$ cat config.mk
export PLATFORM = sky130hd
export DESIGN_NAME = fbc_unit
export DESIGN_NICKNAME = d
export VERILOG_FILES = /design/src/rtl/fbc_pkg.sv /design/src/rtl/fbc_hard_dec.sv /design/src/rtl/fbc_butterfly.sv /design/src/rtl/fbc_frozen_test.sv /design/src/rtl/fbc_count.sv /design/src/rtl/fbc_unit.sv
export SDC_FILE = /design/constraint.sdc
export NUM_CORES = 1
export LEC_CHECK = 0
export ABC_CLOCK_PERIOD_IN_PS = 2600
export BUFFER_PORTS_ARGS = -buffer_cell sky130_fd_sc_hd__buf_2
export CAP_MARGIN = 40
export CORE_MARGIN = 5
export CORE_UTILIZATION = 47
export DETAILED_ROUTE_END_ITERATION = 16
export PLACE_DENSITY = 0.86
export SLEW_MARGIN = 20
export SYNTH_ARGS = -nofsm -noshare
export SYNTH_HDL_FRONTEND = slang
export SYNTH_SLANG_ARGS = --single-unit
export TNS_END_PERCENT = 50
$ cat constraint.sdc
create_clock -name clk_i -period 2.6 [get_ports clk_i]
set_input_delay 0.39 -clock clk_i [delete_from_list [all_inputs] [get_ports clk_i]]
set_output_delay 0.39 -clock clk_i [all_outputs]
set_load 0.01 [all_outputs]
$ cat src/rtl/fbc_pkg.sv
package fbc_pkg;
  localparam int unsigned FBC_N_MAX_DEF = 16;
  localparam int unsigned FBC_LLR_W_DEF = 8;
  localparam int unsigned FBC_CNT_W_DEF = 16;

  typedef enum logic [1:0] {
    FBC_IDLE = 2'd0,
    FBC_PASS = 2'd1,
    FBC_FAIL = 2'd2
  } fbc_verdict_e;
endpackage

$ cat src/rtl/fbc_hard_dec.sv
module fbc_hard_dec #(
  parameter int unsigned N     = 16,
  parameter int unsigned W     = 8,
  parameter int unsigned LG    = 4,
  parameter int unsigned LOG_W = 3
) (
  input  logic [N*W-1:0]   llr_i,
  input  logic [LOG_W-1:0] node_log_i,
  output logic [N-1:0]     cw_o,
  output logic [N-1:0]     len_mask_o
);
  localparam int unsigned IDX_W = LG + 1;

  logic [LOG_W-1:0] eff_log;
  // out-of-range length codes clamp to the full node
  assign eff_log = (node_log_i > LOG_W'(LG)) ? LOG_W'(LG) : node_log_i;

  for (genvar i = 0; i < N; i++) begin : g_leaf
    assign len_mask_o[i] = ((IDX_W'(i)) >> eff_log) == '0;
    assign cw_o[i]       = llr_i[i*W + W - 1] & len_mask_o[i];
  end
endmodule

$ cat src/rtl/fbc_butterfly.sv
module fbc_butterfly #(
  parameter int unsigned N  = 16,
  parameter int unsigned LG = 4
) (
  input  logic [N-1:0] cw_i,
  output logic [N-1:0] leaf_o
);
  logic [LG:0][N-1:0] st;

  assign st[0] = cw_i;

  for (genvar s = 0; s < LG; s++) begin : g_stage
    for (genvar i = 0; i < N; i++) begin : g_bit
      if (((i >> s) & 1) == 0) begin : g_xor
        assign st[s+1][i] = st[s][i] ^ st[s][i + (1 << s)];
      end else begin : g_pass
        assign st[s+1][i] = st[s][i];
      end
    end
  end

  assign leaf_o = st[LG];
endmodule

$ cat src/rtl/fbc_frozen_test.sv
module fbc_frozen_test #(
  parameter int unsigned N = 16
) (
  input  logic [N-1:0] leaf_i,
  input  logic [N-1:0] frozen_mask_i,
  input  logic [N-1:0] len_mask_i,
  output logic         pass_o
);
  logic [N-1:0] hit;

  assign hit    = leaf_i & frozen_mask_i & len_mask_i;
  assign pass_o = ~|hit;
endmodule

$ cat src/rtl/fbc_count.sv
module fbc_count #(
  parameter int unsigned W = 16
) (
  input  logic         clk_i,
  input  logic         rst_ni,
  input  logic         inc_i,
  output logic [W-1:0] cnt_o
);
  always_ff @(posedge clk_i or negedge rst_ni) begin
    if (!rst_ni)    cnt_o <= '0;
    else if (inc_i) cnt_o <= cnt_o + W'(1);
  end
endmodule

$ cat src/rtl/fbc_unit.sv
module fbc_unit #(
  parameter int unsigned N_MAX = fbc_pkg::FBC_N_MAX_DEF,
  parameter int unsigned LLR_W = fbc_pkg::FBC_LLR_W_DEF,
  parameter int unsigned CNT_W = fbc_pkg::FBC_CNT_W_DEF,
  localparam int unsigned LG    = $clog2(N_MAX),
  localparam int unsigned LOG_W = $clog2(LG + 1)
) (
  input  logic               clk_i,
  input  logic               rst_ni,
  input  logic               valid_i,
  input  logic [N_MAX*LLR_W-1:0] llr_i,
  input  logic [N_MAX-1:0]   frozen_mask_i,
  input  logic [LOG_W-1:0]   node_log_i,
  output logic               done_o,
  output logic               pass_o,
  output logic               fallback_o,
  output logic [N_MAX-1:0]   codeword_o,
  output logic [N_MAX-1:0]   leaf_o,
  output logic [CNT_W-1:0]   pass_cnt_o,
  output logic [CNT_W-1:0]   total_cnt_o
);
  import fbc_pkg::*;

  logic [N_MAX-1:0] cw_d, len_mask_d, leaf_d;
  logic             pass_d;
  fbc_verdict_e     verdict_q;
  logic [N_MAX-1:0] cw_q, leaf_q;

  fbc_hard_dec #(.N(N_MAX), .W(LLR_W), .LG(LG), .LOG_W(LOG_W)) u_hd (
    .llr_i      (llr_i),
    .node_log_i (node_log_i),
    .cw_o       (cw_d),
    .len_mask_o (len_mask_d)
  );

  fbc_butterfly #(.N(N_MAX), .LG(LG)) u_bf (
    .cw_i   (cw_d),
    .leaf_o (leaf_d)
  );

  fbc_frozen_test #(.N(N_MAX)) u_ft (
    .leaf_i        (leaf_d),
    .frozen_mask_i (frozen_mask_i),
    .len_mask_i    (len_mask_d),
    .pass_o        (pass_d)
  );

  always_ff @(posedge clk_i or negedge rst_ni) begin
    if (!rst_ni) begin
      verdict_q <= FBC_IDLE;
      cw_q      <= '0;
      leaf_q    <= '0;
    end else if (valid_i) begin
      verdict_q <= pass_d ? FBC_PASS : FBC_FAIL;
      cw_q      <= cw_d;
      leaf_q    <= leaf_d;
    end else begin
      verdict_q <= FBC_IDLE;
    end
  end

  fbc_count #(.W(CNT_W)) u_cnt_all (
    .clk_i  (clk_i),
    .rst_ni (rst_ni),
    .inc_i  (valid_i),
    .cnt_o  (total_cnt_o)
  );

  fbc_count #(.W(CNT_W)) u_cnt_pass (
    .clk_i  (clk_i),
    .rst_ni (rst_ni),
    .inc_i  (valid_i & pass_d),
    .cnt_o  (pass_cnt_o)
  );

  assign done_o     = verdict_q != FBC_IDLE;
  assign pass_o     = verdict_q == FBC_PASS;
  assign fallback_o = verdict_q == FBC_FAIL;
  assign codeword_o = cw_q;
  assign leaf_o     = leaf_q;
endmodule

==> results.toml <==
[critical_path]
path_buf_inv = 5
cp-startpoint = "node_log_i[2]"
critPathCaptureType = "register"
crit_path_cell_trace = "buf_8, inv_8, nand2_8, inv_4, ha_4, and3b_1, a22o_4, xnor3_2, xnor2_2, a2111oi_2, and4b_1, buf_12, buf_8, nand3_1, xnor2_1"
start_kind = "input port"
worstPathRequired_ns = 2.83
cp.arrival_ns = 2.92
critPathKind = "in2reg"
critPathMaxFanout = 8
cp_common_cell = "buf_8"
cp_top_family = "XOR/XNOR gates"
timing.rr.start = "u_cnt_all.cnt_o[2]"
crit_path_max_incr_delay_ns = 0.40
crit_slowest_cell = "xnor3_2"

[logic_synthesis]
ys_seq_area_share_pct = 45.11
syn_area_um2 = 3606
async_flop_share_pct = 100.0
syn_area_per_cell_um2 = 10.39
synth.most_common_cell = "dfrtp_1"
ys_ff_latch = 65
yosysWarnings = 0
synthFlopType = "dfrtp_1"
synth_area_leaders = "dfrtp_1 45%, xnor2_1 10%, mux2_2 4.4%"
synthTopCellsByCount = "65 x dfrtp_1, 43 x xnor2_1, 27 x nand3_1, 21 x nand2_1, 17 x nor2_1"
synth-edff-count = 0
syn_inst = 347
netlist.area_leader.share_pct = 45.11
synth_nets = 503
ys_types = 54
synth_top_cell_by_area = "dfrtp_1"

[grt]
grt_pass1_wl_um = 16430
antenna_found_initial = 0
track_usage_pct = 21.36
grt_pass1_vias = 3393
grt_max_degree = 39
overflow = 0

[detailed_routing]
firstDrtPassIters = 4
wirelength_um = 9840
vias = 3199
drt_iter0_drc = 100
routedWlPerCell_um = 16.16
ant_nets = 0
drc = 0
vias_per_cell = 5.253

[layout]
fin_area_um2 = 5077
nets = 658
final_layout_size_suffix_gt1_share_pct = 43.59
syn_to_final_growth_pct = 40.81
n_antenna_cell = 0
fin_cells = 609
n_fill_cell = 613

[timing]
finalHoldViolations = 0
skew_ns = 0.005793
slew_headroom_pct = 68.74
fin_crit_sh_pct = 103.4
rsz0062_at_grt = "true"
finalCriticalPeriod_ns = 2.687
clock.fmax_mhz = 372.1
drv_slew = 0
fin_ws_ns = -0.08723
worst_pin_slew_ns = 0.4654
setup_violations = 9

[die]
start_util_pct = 47.40
die_y_um = 97.59
num_rows = 32
dieArea_um2 = 9524
die_w_um = 97.59
ioPinCount = 217
core_um2 = 7607

[placed_design]
dp_slack_ns = -0.6393
port_buffers = 104
dp_hpwl_um = 7229
place.gp.congestion = 0.8675
place_area_um2 = 4624
dp.cells = 582

[clock_tree]
ctsRootBufferMaster = "clkbuf_8"
tritoncts = "built"
cts_buffer_depth = 2
cts.sinks = 65
clock_latency_ns = 0.35
htree_levels = 3
clk_pin_slew_ns = 0.07
numCtsBuffers = 9

[power]
max-vdd-ir-drop_v = 0.0003984
cellLeakagePower_uw = 0.002510
power_density_nw_per_um2 = 668.5

[outcome]
violations = "negative setup slack"
status = "complete, but fails checks"

[run]
maxCapViolCount = 0

[worst_hold_path]
hp-class = "in2reg"
min_from = "llr_i[79]"
## path summary, 6_finish.rpt
check,to,slack [ns],cells past startpoint
max in group asynchronous,codeword_o[13],1.46,4
hold / removal,codeword_o[9],0.29,3
hold reg to reg,leaf_o[3],0.48,1
setup / recovery,u_cnt_pass.cnt_o[13],-0.09,15
min in group asynchronous,u_cnt_all.cnt_o[8],0.40,2
setup reg to reg,u_cnt_all.cnt_o[15],0.76,6
## worst register-to-register path, delay by kind of cell, from the launching register on
kind / cells / cell delay, ns
XOR/XNOR: 1 / 0.15
flip-flops: 1 / 0.42
AND/OR/NAND/NOR: 5 / 1.16
## area by class of cell
| cell class | count | area, um2 | share of cell area (%) |
|---|---|---|---|
| Multi-Input combinational cell | 248 | 1981 | 39.01 |
| Sequential cell | 65 | 1627 | 32.04 |
| Timing Repair Buffer | 162 | 1026 | 20.21 |
| Clock buffer | 10 | 127.6 | 2.514 |
| Tap cell | 102 | 127.6 | 2.514 |
| Clock inverter | 6 | 113.9 | 2.242 |
| Inverter | 16 | 75.07 | 1.479 |
## where the power goes
group	switching, uW	total [uW]	internal [uW]
sequential	144	1300	1160
clock	418	1060	640
combinational	497	1030	535
## sequential cells by signal, indices dropped and copies added (netlist names)
| signal | flops |
|---|---|
| codeword_o | 16 |
| u_cnt_all.cnt_o | 16 |
| u_cnt_pass.cnt_o | 16 |
| leaf_o | 15 |
| verdict_q | 2 |
## layer usage
layer  track usage (%)  wire [um]  up-vias
met5                 0          0        -
met4             10.22        255        0
met3             5.025        578       23
met2             34.16       4597      117
met1             27.22       4408     1548
li1                  -          -     1511
## placed cells by master, fill, tap and decap left out, types with 2 or more instances in the layout
master        n
buf_2       101
dfrtp_1      65
buf_4        53
xnor2_1      41
nand3_1      20
nand2_1      19
nor2_1       17
and3_1       14
xor2_1       14
o21ai_0      14
mux2_2       14
inv_1        13
nand4_1       9
clkbuf_8      9
nand3_2       7
and2_1        6
a21oi_1       5
nor2b_1       5
o21a_1        4
xnor3_1       3
ha_1          3
bufinv_16     3
buf_12        3
nand2_8       2
inv_6         2
nor3_2        2
nand3b_1      2
nor3b_2       2
xnor2_2       2
a21o_1        2
o2111ai_1     2
a22oi_1       2
o221ai_1      2
a31oi_1       2
nor3b_1       2
o2bb2ai_1     2
ha_4          2
clkinvlp_4    2
buf_6         2
buf_8         2
## metrics by stage
step / utilization [%] / TNS (ns) / hold slack [ns] / total power [uW]
after global placement: 60.79 / -9.879 / 0.4572 / 2258
final: 66.74 / -0.4074 / 0.2944 / 3394
after floorplan: - / -4.922 / 0.09441 / 1852
after CTS: 66.28 / -0.1193 / 0.1703 / 3406
after global routing: 66.74 / -1.744 / 0.2927 / 3579
after detailed placement: 60.79 / -9.624 / 0.4659 / 2303
## repair_timing
item	CTS	global route
endpoints found under the setup margin	17	18
hold endpoints to repair	0	5
hold buffers	0	1
setup buffers	9	0
pin swaps	18	3
gates resized for setup	27	2
## kinds of logic after synthesis
group | after synthesis | share of synthesized area (%)
DFF | 65 | 45.11
muxes | 16 | 5.066
adders and majority gates | 6 | 2.082
xor gates and xnor gates | 63 | 17.49
and+or+nand+nor | 116 | 16.97
buffers and inverters | 34 | 4.337
AOI/OAI and AO/OA | 47 | 8.952
(Power assumes the default switching activity.)
